==> config.mk <==
export PLATFORM = sky130hd
export DESIGN_NAME = pwr_mode_ctrl
export DESIGN_NICKNAME = d
export VERILOG_FILES = /design/src/rtl/pmc_pkg.sv /design/src/rtl/pmc_ctrl_reg.sv /design/src/rtl/pmc_fsm.sv /design/src/rtl/pmc_clkdiv.sv /design/src/rtl/pwr_mode_ctrl.sv
export SDC_FILE = /design/constraint.sdc
export NUM_CORES = 1
export LEC_CHECK = 0
export BUFFER_PORTS_ARGS = -buffer_cell sky130_fd_sc_hd__buf_4
export CORE_AREA = 2 2 65 67
export CTS_CLUSTER_SIZE = 8
export DETAILED_ROUTE_END_ITERATION = 7
export DIE_AREA = 0 0 67 69
export GPL_TIMING_DRIVEN = 0
export MAX_ROUTING_LAYER = met4
export PLACE_DENSITY = 0.67
export SYNTH_ARGS = -nofsm -noshare
export SYNTH_HDL_FRONTEND = slang
export SYNTH_SLANG_ARGS = --single-unit
==> constraint.sdc <==
create_clock -name clk -period 2.49 [get_ports clk]
set_input_delay 0.249 -clock clk [delete_from_list [all_inputs] [get_ports clk]]
set_output_delay 0.249 -clock clk [all_outputs]
set_load 0.005 [all_outputs]
==> src/rtl/pmc_pkg.sv <==
package pmc_pkg;
  typedef enum logic [1:0] {ST_RUN = 2'd0, ST_DOWN = 2'd1, ST_SETTLE = 2'd2} pm_state_e;

  localparam int CTRL_W  = 5;
  localparam int CB_PDN  = 0;
  localparam int CB_HOLD = 1;
  localparam int CB_SLOW = 2;
  localparam int CB_FAST = 3;
  localparam int CB_PULL = 4;
endpackage

==> src/rtl/pmc_ctrl_reg.sv <==
module pmc_ctrl_reg
  import pmc_pkg::*;
#(
  parameter int STOP_HALTS = 1
) (
  input  logic              clk,
  input  logic              rst,
  input  logic              running,
  input  logic              we,
  input  logic [CTRL_W-1:0] wdata,
  input  logic              stop,
  input  logic              irq_evt,
  input  logic              pdn_clr,
  output logic [CTRL_W-1:0] ctrl_q,
  output logic [CTRL_W-1:0] ctrl_d
);
  logic halt_set;

  generate
    if (STOP_HALTS != 0) begin : g_stop_halts
      assign halt_set = running & stop & ~ctrl_q[CB_PDN];
    end else begin : g_stop_ignored
      assign halt_set = 1'b0;
    end
  endgenerate

  always_comb begin
    ctrl_d = ctrl_q;
    if (we && running) ctrl_d = wdata;
    if (halt_set) ctrl_d[CB_HOLD] = 1'b1;
    if (running && irq_evt) ctrl_d[CB_HOLD] = 1'b0;
    if (pdn_clr) ctrl_d[CB_PDN] = 1'b0;
  end

  always_ff @(posedge clk) begin
    if (rst) ctrl_q <= '0;
    else     ctrl_q <= ctrl_d;
  end


  pdn_auto_clear_chk: assert property (@(posedge clk) disable iff (rst)
    pdn_clr |=> !ctrl_q[CB_PDN]);


  write_guard_chk: assert property (@(posedge clk) disable iff (rst)
    (!running && !pdn_clr) |=> (ctrl_q == $past(ctrl_q)));
endmodule

==> src/rtl/pmc_fsm.sv <==
module pmc_fsm
  import pmc_pkg::*;
#(
  parameter int WAKE_DELAY = 1536
) (
  input  logic      clk,
  input  logic      rst,
  input  logic      stop,
  input  logic      pdn_armed,
  input  logic      fast_wake,
  input  logic      wake_evt,
  output pm_state_e state_q,
  output pm_state_e state_d,
  output logic      release_now
);
  localparam int CNT_W = $clog2(WAKE_DELAY);
  localparam logic [CNT_W-1:0] CNT_LAST = CNT_W'(WAKE_DELAY - 1);

  logic [CNT_W-1:0] cnt_q, cnt_d;

  always_comb begin
    state_d     = state_q;
    cnt_d       = cnt_q;
    release_now = 1'b0;
    unique case (state_q)
      ST_RUN: begin
        if (stop && pdn_armed) begin
          state_d = ST_DOWN;
          cnt_d   = '0;
        end
      end
      ST_DOWN: begin
        if (wake_evt) begin
          cnt_d = '0;
          if (fast_wake) begin
            state_d     = ST_RUN;
            release_now = 1'b1;
          end else begin
            state_d = ST_SETTLE;
          end
        end
      end
      ST_SETTLE: begin
        if (cnt_q == CNT_LAST) begin
          state_d     = ST_RUN;
          release_now = 1'b1;
        end else begin
          cnt_d = cnt_q + 1'b1;
        end
      end
      default: state_d = ST_RUN;
    endcase
  end

  always_ff @(posedge clk) begin
    if (rst) begin
      state_q <= ST_RUN;
      cnt_q   <= '0;
    end else begin
      state_q <= state_d;
      cnt_q   <= cnt_d;
    end
  end


  settle_bound_chk: assert property (@(posedge clk) disable iff (rst)
    (state_q == ST_SETTLE) |-> (cnt_q <= CNT_LAST));


  down_hold_chk: assert property (@(posedge clk) disable iff (rst)
    (state_q == ST_DOWN && !wake_evt) |=> (state_q == ST_DOWN));
endmodule

==> src/rtl/pmc_clkdiv.sv <==
module pmc_clkdiv #(
  parameter int DIV_W = 9
) (
  input  logic clk,
  input  logic rst,
  input  logic freeze,
  input  logic slow_req,
  output logic wrap,
  output logic slow_eff
);
  logic [DIV_W-1:0] div_q;

  assign wrap = (&div_q) & ~freeze;

  always_ff @(posedge clk) begin
    if (rst) begin
      div_q    <= '0;
      slow_eff <= 1'b0;
    end else if (!freeze) begin
      div_q <= div_q + 1'b1;
      if (wrap) slow_eff <= slow_req;
    end
  end


  switch_at_wrap_chk: assert property (@(posedge clk) disable iff (rst)
    (slow_eff != $past(slow_eff)) |-> (div_q == '0));


  frozen_div_chk: assert property (@(posedge clk) disable iff (rst)
    $past(freeze) |-> (div_q == $past(div_q)));
endmodule

==> src/rtl/pwr_mode_ctrl.sv <==
module pwr_mode_ctrl
  import pmc_pkg::*;
#(
  parameter int N_IRQ      = 8,
  parameter int WAKE_DELAY = 1536,
  parameter int DIV_W      = 9,
  parameter int STOP_HALTS = 1
) (
  input  logic              clk,
  input  logic              rst,
  input  logic              cfg_we,
  input  logic [CTRL_W-1:0] cfg_wdata,
  input  logic              stop_strobe,
  input  logic [N_IRQ-1:0]  ext_irq_n,
  input  logic [N_IRQ-1:0]  wake_en,
  input  logic              int_irq,
  input  logic              irq_ack,
  output logic [CTRL_W-1:0] ctrl_q,
  output logic              cpu_clk_en,
  output logic              per_clk_en,
  output logic              osc_en,
  output logic              wake_irq7,
  output logic              pullup_en
);
  pm_state_e         state_q, state_d;
  logic [CTRL_W-1:0] ctrl_d;
  logic              wake_evt, release_now, running, wrap, slow_eff, gate;

  assign wake_evt = |(~ext_irq_n & wake_en);
  assign running  = (state_q == ST_RUN);

  pmc_ctrl_reg #(.STOP_HALTS(STOP_HALTS)) u_ctrl (
    .clk     (clk),
    .rst     (rst),
    .running (running),
    .we      (cfg_we),
    .wdata   (cfg_wdata),
    .stop    (stop_strobe),
    .irq_evt (int_irq | wake_evt),
    .pdn_clr ((state_q == ST_DOWN) & wake_evt),
    .ctrl_q  (ctrl_q),
    .ctrl_d  (ctrl_d)
  );

  pmc_fsm #(.WAKE_DELAY(WAKE_DELAY)) u_fsm (
    .clk         (clk),
    .rst         (rst),
    .stop        (stop_strobe),
    .pdn_armed   (ctrl_q[CB_PDN]),
    .fast_wake   (ctrl_q[CB_FAST]),
    .wake_evt    (wake_evt),
    .state_q     (state_q),
    .state_d     (state_d),
    .release_now (release_now)
  );

  pmc_clkdiv #(.DIV_W(DIV_W)) u_div (
    .clk      (clk),
    .rst      (rst),
    .freeze   (state_q == ST_DOWN),
    .slow_req (ctrl_q[CB_SLOW]),
    .wrap     (wrap),
    .slow_eff (slow_eff)
  );

  assign gate      = slow_eff ? wrap : 1'b1;
  assign pullup_en = ctrl_q[CB_PULL];

  always_ff @(posedge clk) begin
    if (rst) begin
      cpu_clk_en <= 1'b1;
      per_clk_en <= 1'b1;
      osc_en     <= 1'b1;
      wake_irq7  <= 1'b0;
    end else begin
      per_clk_en <= (state_d == ST_RUN) & gate;
      cpu_clk_en <= (state_d == ST_RUN) & gate & ~ctrl_d[CB_HOLD];
      osc_en     <= (state_d != ST_DOWN);
      if (release_now)  wake_irq7 <= 1'b1;
      else if (irq_ack) wake_irq7 <= 1'b0;
    end
  end


  frozen_clocks_chk: assert property (@(posedge clk) disable iff (rst)
    !osc_en |-> (!cpu_clk_en && !per_clk_en));


  pd_entry_chk: assert property (@(posedge clk) disable iff (rst)
    (running && stop_strobe && ctrl_q[CB_PDN]) |=> !osc_en);


  irq_after_wake_chk: assert property (@(posedge clk) disable iff (rst)
    $rose(wake_irq7) |-> ($past(state_q) != ST_RUN));


  standby_cpu_off_chk: assert property (@(posedge clk) disable iff (rst)
    ctrl_q[CB_HOLD] |-> !cpu_clk_en);


  slow_single_pulse_chk: assert property (@(posedge clk) disable iff (rst)
    (slow_eff && per_clk_en) |=> !per_clk_en);
endmodule

Yosys cells after proc, flatten, opt, wreduce, memory -nomap -nowiden:

Cells that the tools add are included.

* add/sub/neg operators: 2
* div/mod/pow operators: 0
* reductions and logical operators: 12
* shift-type cells: 0
* order comparisons: 0
* multipliers: 0
* multiplexer cells: 19
* bitwise logic cells: 12
* equality and inequality tests: 7

Operators with widths (number)
* $mux W11: 3
* $pmux W11 S3: 1
* $add A11 B1 Y11 const B: 1
* $eq A11 B11 Y1 const B: 1
* $mux W2: 5
* $add A9 B1 Y9 const B: 1
* $reduce_and A9 Y1: 1
* $and A8 B8 Y8: 1
* $mux W1: 8
* $not A8 Y8: 1
* $reduce_or A8 Y1: 1
* $and A1 B1 Y1: 6
* $pmux W2 S3: 1
* $logic_not A2 Y1: 2
* $ne A2 B1 Y1 const B: 2
* $ne A2 B2 Y1 const B: 2
* $reduce_and A4 Y1: 1
* $logic_and A1 B1 Y1: 3
* $not A1 Y1: 3
* $reduce_bool A3 Y1: 1
* $eq A2 B1 Y1 const B: 1
* $eq A2 B2 Y1 const B: 1
* $pmux W1 S2: 1
* $reduce_and A2 Y1: 1
* 3 further kinds: 3

* bits in writable memories: 0
* bits in latches: 0
* bits of input ports: 27
* memories: 0
* register bits after elaboration: 32
* bits in read-only memories: 0

Logic depth before layout (Yosys ltp):

* depth after elaboration: 8
* depth in mapped cells: 9
* depth with buffers taken out: 8

Modules after synthesis:

Synthesis repeated with hierarchy kept, for this count alone.

* cell total of the unflattened synthesis: 204
* area, all modules: 1843.0 µm²

Modules (own cells, without submodules)
* pmc_fsm: sequential area each 260.2 µm², instances 1, cells each 106, area each 900.9 µm²
* pmc_clkdiv: sequential area each 200.2 µm², instances 1, cells each 46, area each 455.4 µm²
* pwr_mode_ctrl: sequential area each 80.1 µm², instances 1, cells each 29, area each 256.5 µm²
* pmc_ctrl_reg: sequential area each 100.1 µm², instances 1, cells each 23, area each 230.2 µm²

Worst setup path before layout:

OpenSTA, ideal clock, no wires.

* path kind: register -> register
* from: register u_fsm.state_q[0]
* to: register u_fsm.cnt_q[5]
* slack: 471 ps
* path buffers: 1
* library setup time: 70 ps
* cell stages (with the launch flop): 9
* arrival: 1949 ps
* path through: dfxtp_1 -> inv_1 -> ha_1 -> buf_6 -> a21boi_4 -> or2_4 -> a31o_4 -> or4_1 -> a21oi_1

* word-level cells in the longest chain between the ends: 3
* elaborated cells on any way between the ends: 9
* classes of those cells: eq/ne (5); mux (1); reduce/logical (3)

Ends and longest elaborated chain
* start, declared: line pmc_fsm.sv:12 `output pm_state_e state_q,`
* start signal, assigned: line pmc_fsm.sv:60 `state_q <= state_d;`
* $eq A2 B2 Y1 (tied with other cells): line pmc_fsm.sv:25 `unique case (state_q)`
* $ne A2 B2 Y1 (no line) (tied with other cells)
* $reduce_and A4 Y1 (no line)
* end signal, assigned: line pmc_fsm.sv:61 `cnt_q <= cnt_d;`
* end, declared: line pmc_fsm.sv:19 `logic [CNT_W-1:0] cnt_q, cnt_d;`

Parallel ways exist; a longest one is shown, timed or not.
A chain may end at the register's enable or synchronous reset.

Worst setup path after layout:

* from: register u_fsm.state_q[0]
* to: register u_fsm.cnt_q[4]

The elaborated chain is that of the path after synthesis.

==> results.md <==
* Slew Viols, Final at 0
* Die Y-Extent at 69 um
* Family with the most delay on the worst path: compound AO/OA/AOI/OAI gates
* FP Rows at 23
* Clk root buf: clkbuf_8
* Share of cells above drive strength 1 at 24.7%
* Footprint of the multi-input gates at 982 um^2
* Initial Utilization at 44.0%
* Largest net degree at the start of global routing at 11
* Fin. Hold Viols at 0
* Global-route wire length before repair at 6.51 mm
* Starting DRT DRC Count at 90
* Final Critical Period at 2200 ps
* CP Class: register to register
* Initial antenna violation count at 0
* Setup_tns at 0 ps
* Worst EP arrival at 2350 ps
* Filler cells at 372
* CP max-delay cell: dfxtp_1
* Static Leak at 0.832 nW
* CP startpoint: u_fsm.state_q[0]
* Setup violations, final at 0
* Setup bufs post-CTS at 0
* Post_cts resized at 0
* Final wirelength at 3.74 mm
* Hold Buf Count CTS at 0
* #FFs+latches synth at 32
* Post-Syn Instances at 195
* Net Count, Synth at 229
* CTS Sinks at 32
* Routability cong. at 0.803
* Port buffer count at 36
* Final cell count without fillers at 289
* Synth async-reset ratio at 0%
* Worst vdd ir at 0.344 mV
* Clk buf depth at 2
* Reg-to-reg critical path endpoint: u_fsm.cnt_q[4]
* Reg2Reg Setup Slack at 290 ps
* Most frequent cells in the layout: buf_4 (40), dfxtp_1 (32), nand2_1 (16), a21oi_1 (16), nor2_1 (14)
* Die area at 0.00462 mm^2
* Setup crit end: u_fsm.cnt_q[4]
* Power per standard cell area at 528 mW/mm^2
* CP Depth at 9
* Synth cell types at 44
* Max cap viols at 0
* Register area at 641 um^2
* HP Class: input port to register
* Area of the core at 0.00391 mm^2
* GRT overflow at 0
* Most common cell after layout, fill and taps aside: buf_4
* Post-Synthesis Cell Area at 0.00172 mm^2
* Hpwl dp at 2.77 mm
* Ys Warns at 0
* Buf+Inv Stages, Crit Path at 3
* Unrepaired setup endpoints after global routing: no
* EDFF count, synth at 0
* Sequential fraction of the synthesis area at 37.2%
* Type of origin of the critical path: register
* Critical Path RT at 2640 ps
* Vias in the first global route at 1453
* Vias at 1527
* CTS tree: built
* Post-DRT Antenna Nets at 0
* R2R Path Start: u_fsm.state_q[0]
* Slowest stage delay, CP at 390 ps
* Wirelength per Cell at 12.9 um
* Die width at 67 um
* Final #Nets at 272
* Clk slew on worst S/H paths at 60 ps
* Clock Latency Late Sink at 280 ps
* Status: finished clean
* GRT Util Overall at 18.4%
* Drt pass-1 iters at 4
* Crit share post-route at 88.5%
* Slew headroom at 65.2%
* Mapped Avg Cell Area at 8.83 um^2
* Cells along the critical path: inv_1 -> ha_1 -> buf_6 -> a21boi_4 -> or2_4 -> a31oi_1 -> a21o_1 -> clkbuf_1 -> a21oi_1
* Vias per inst at 5.28
* Diode count at 0
* TritonCTS Buffers at 5
* Reg2Reg Depth at 9
* Fmax at 0.454 GHz
* Cell count after placement at 281
* CP Max Fanout at 9
* Area delta synth->final at 24.7%
* Skew final at 6.13 ps
* Post-synth top flop: dfxtp_1
* Worst Tran Pin Value at 521 ps
* Crit end category: register
* Io pins at 37
* Max H-tree Level at 2
* Remaining DRCs at 0
cell usage after synthesis (2+ instances only):
| cell | n | area, um^2 |
|---|---|---|
| or4_1 | 8 | 60.1 |
| inv_1 | 9 | 33.8 |
| and3_1 | 2 | 12.5 |
| nand3b_1 | 2 | 15.0 |
| xor2_1 | 4 | 35.0 |
| xnor2_1 | 3 | 26.3 |
| and2_1 | 2 | 12.5 |
| a2111oi_4 | 2 | 55.1 |
| nor4_1 | 2 | 12.5 |
| nand4_1 | 2 | 12.5 |
| nor2b_1 | 8 | 50.1 |
| nand2_1 | 16 | 60.1 |
| ha_1 | 7 | 87.6 |
| or3_1 | 2 | 12.5 |
| a21oi_1 | 16 | 80.1 |
| buf_4 | 4 | 30.0 |
| a21o_1 | 2 | 15.0 |
| nand4b_1 | 2 | 17.5 |
| a31oi_1 | 4 | 25.0 |
| mux2i_1 | 3 | 30.0 |
| dfxtp_1 | 32 | 641 |
| nand2b_1 | 2 | 12.5 |
| o21ai_0 | 5 | 25.0 |
| nand3_1 | 13 | 65.1 |
| nor2_1 | 14 | 52.6 |
| clkbuf_1 | 5 | 18.8 |
| o31ai_1 | 7 | 52.6 |
sequential cells by signal, indices dropped and copies added, names as in the netlist:
| name | count |
|---|---|
| per_clk_en | 1 |
| u_ctrl.ctrl_q | 5 |
| u_fsm.cnt_q | 11 |
| osc_en | 1 |
| u_fsm.state_q | 2 |
| u_div.slow_eff | 1 |
| u_div.div_q | 9 |
| cpu_clk_en | 1 |
| wake_irq7 | 1 |
power breakdown:
| group | switching, W | internal [W] |
|---|---|---|
| sequential | 0.0000146 | 0.000530 |
| combinational | 0.0000912 | 0.0000949 |
| clock | 0.000183 | 0.000220 |
| total | 0.000289 | 0.000845 |
worst register-to-register path, stage by stage (launching register included):
cell and delay (ps):
dfxtp_1 390, inv_1 100, ha_1 210, buf_6 140, a21boi_4 140, or2_4 240
a31oi_1 240, a21o_1 150, clkbuf_1 360, a21oi_1 90
metrics by stage:
stage / power (W) / util [%] / cell area [um^2] / setup slack (ps) / hold WS [ps]
4_1_cts: 0.00115 / 54.9 / 2150 / 292 / 163
5_1_grt: 0.00120 / 54.9 / 2150 / 110 / 171
3_5_place_dp: 0.000743 / 52.5 / 2050 / 315 / 465
2_1_floorplan: 0.000665 / - / 1720 / 471 / 361
3_3_place_gp: 0.000742 / 52.5 / 2050 / 321 / 458
6_report: 0.00113 / 54.9 / 2150 / 285 / 172
worst min path at each step:
stage | from | endpoint | slack [ps] | cells past startpoint
detailed placement | irq_ack | wake_irq7 | 460 | 2
global route | irq_ack | wake_irq7 | 170 | 2
global placement | irq_ack | wake_irq7 | 460 | 2
CTS | irq_ack | wake_irq7 | 160 | 2
finish | irq_ack | wake_irq7 | 170 | 2
floorplan | int_irq | u_ctrl.ctrl_q[1] | 360 | 1
metal layers:
| metal | up-vias | global-route usage, % | wire, um |
|---|---|---|---|
| li1 | 800 | - | - |
| met1 | 698 | 24.2 | 1830 |
| met2 | 25 | 26.8 | 1720 |
| met3 | 4 | 4.40 | 134 |
| met4 | 0 | 7.71 | 54 |
| met5 | - | - | 0 |
kinds of logic after synthesis:
| kind of cell | share of synthesized area (%) |
|---|---|
| AND/OR/NAND/NOR | 24.9 |
| multiplexers | 1.74 |
| adder cells (fa/ha/maj) | 5.09 |
| flip-flops | 37.2 |
| buffers and inverters | 5.74 |
| AO/OA/AOI/OAI | 21.8 |
| XOR/XNOR | 3.56 |
layout make-up:
| class | count | share of cell area (%) |
|---|---|---|
| Buffer | 11 | 3.03 |
| Tap cell | 50 | 2.91 |
| Inverter | 9 | 1.57 |
| Multi-Input combinational cell | 143 | 45.7 |
| Clock buffer | 6 | 3.85 |
| Clock inverter | 2 | 0.466 |
| Timing Repair Buffer | 36 | 12.6 |
| Sequential cell | 32 | 29.8 |
No activity file was read; power rests on OpenSTA's default activity.
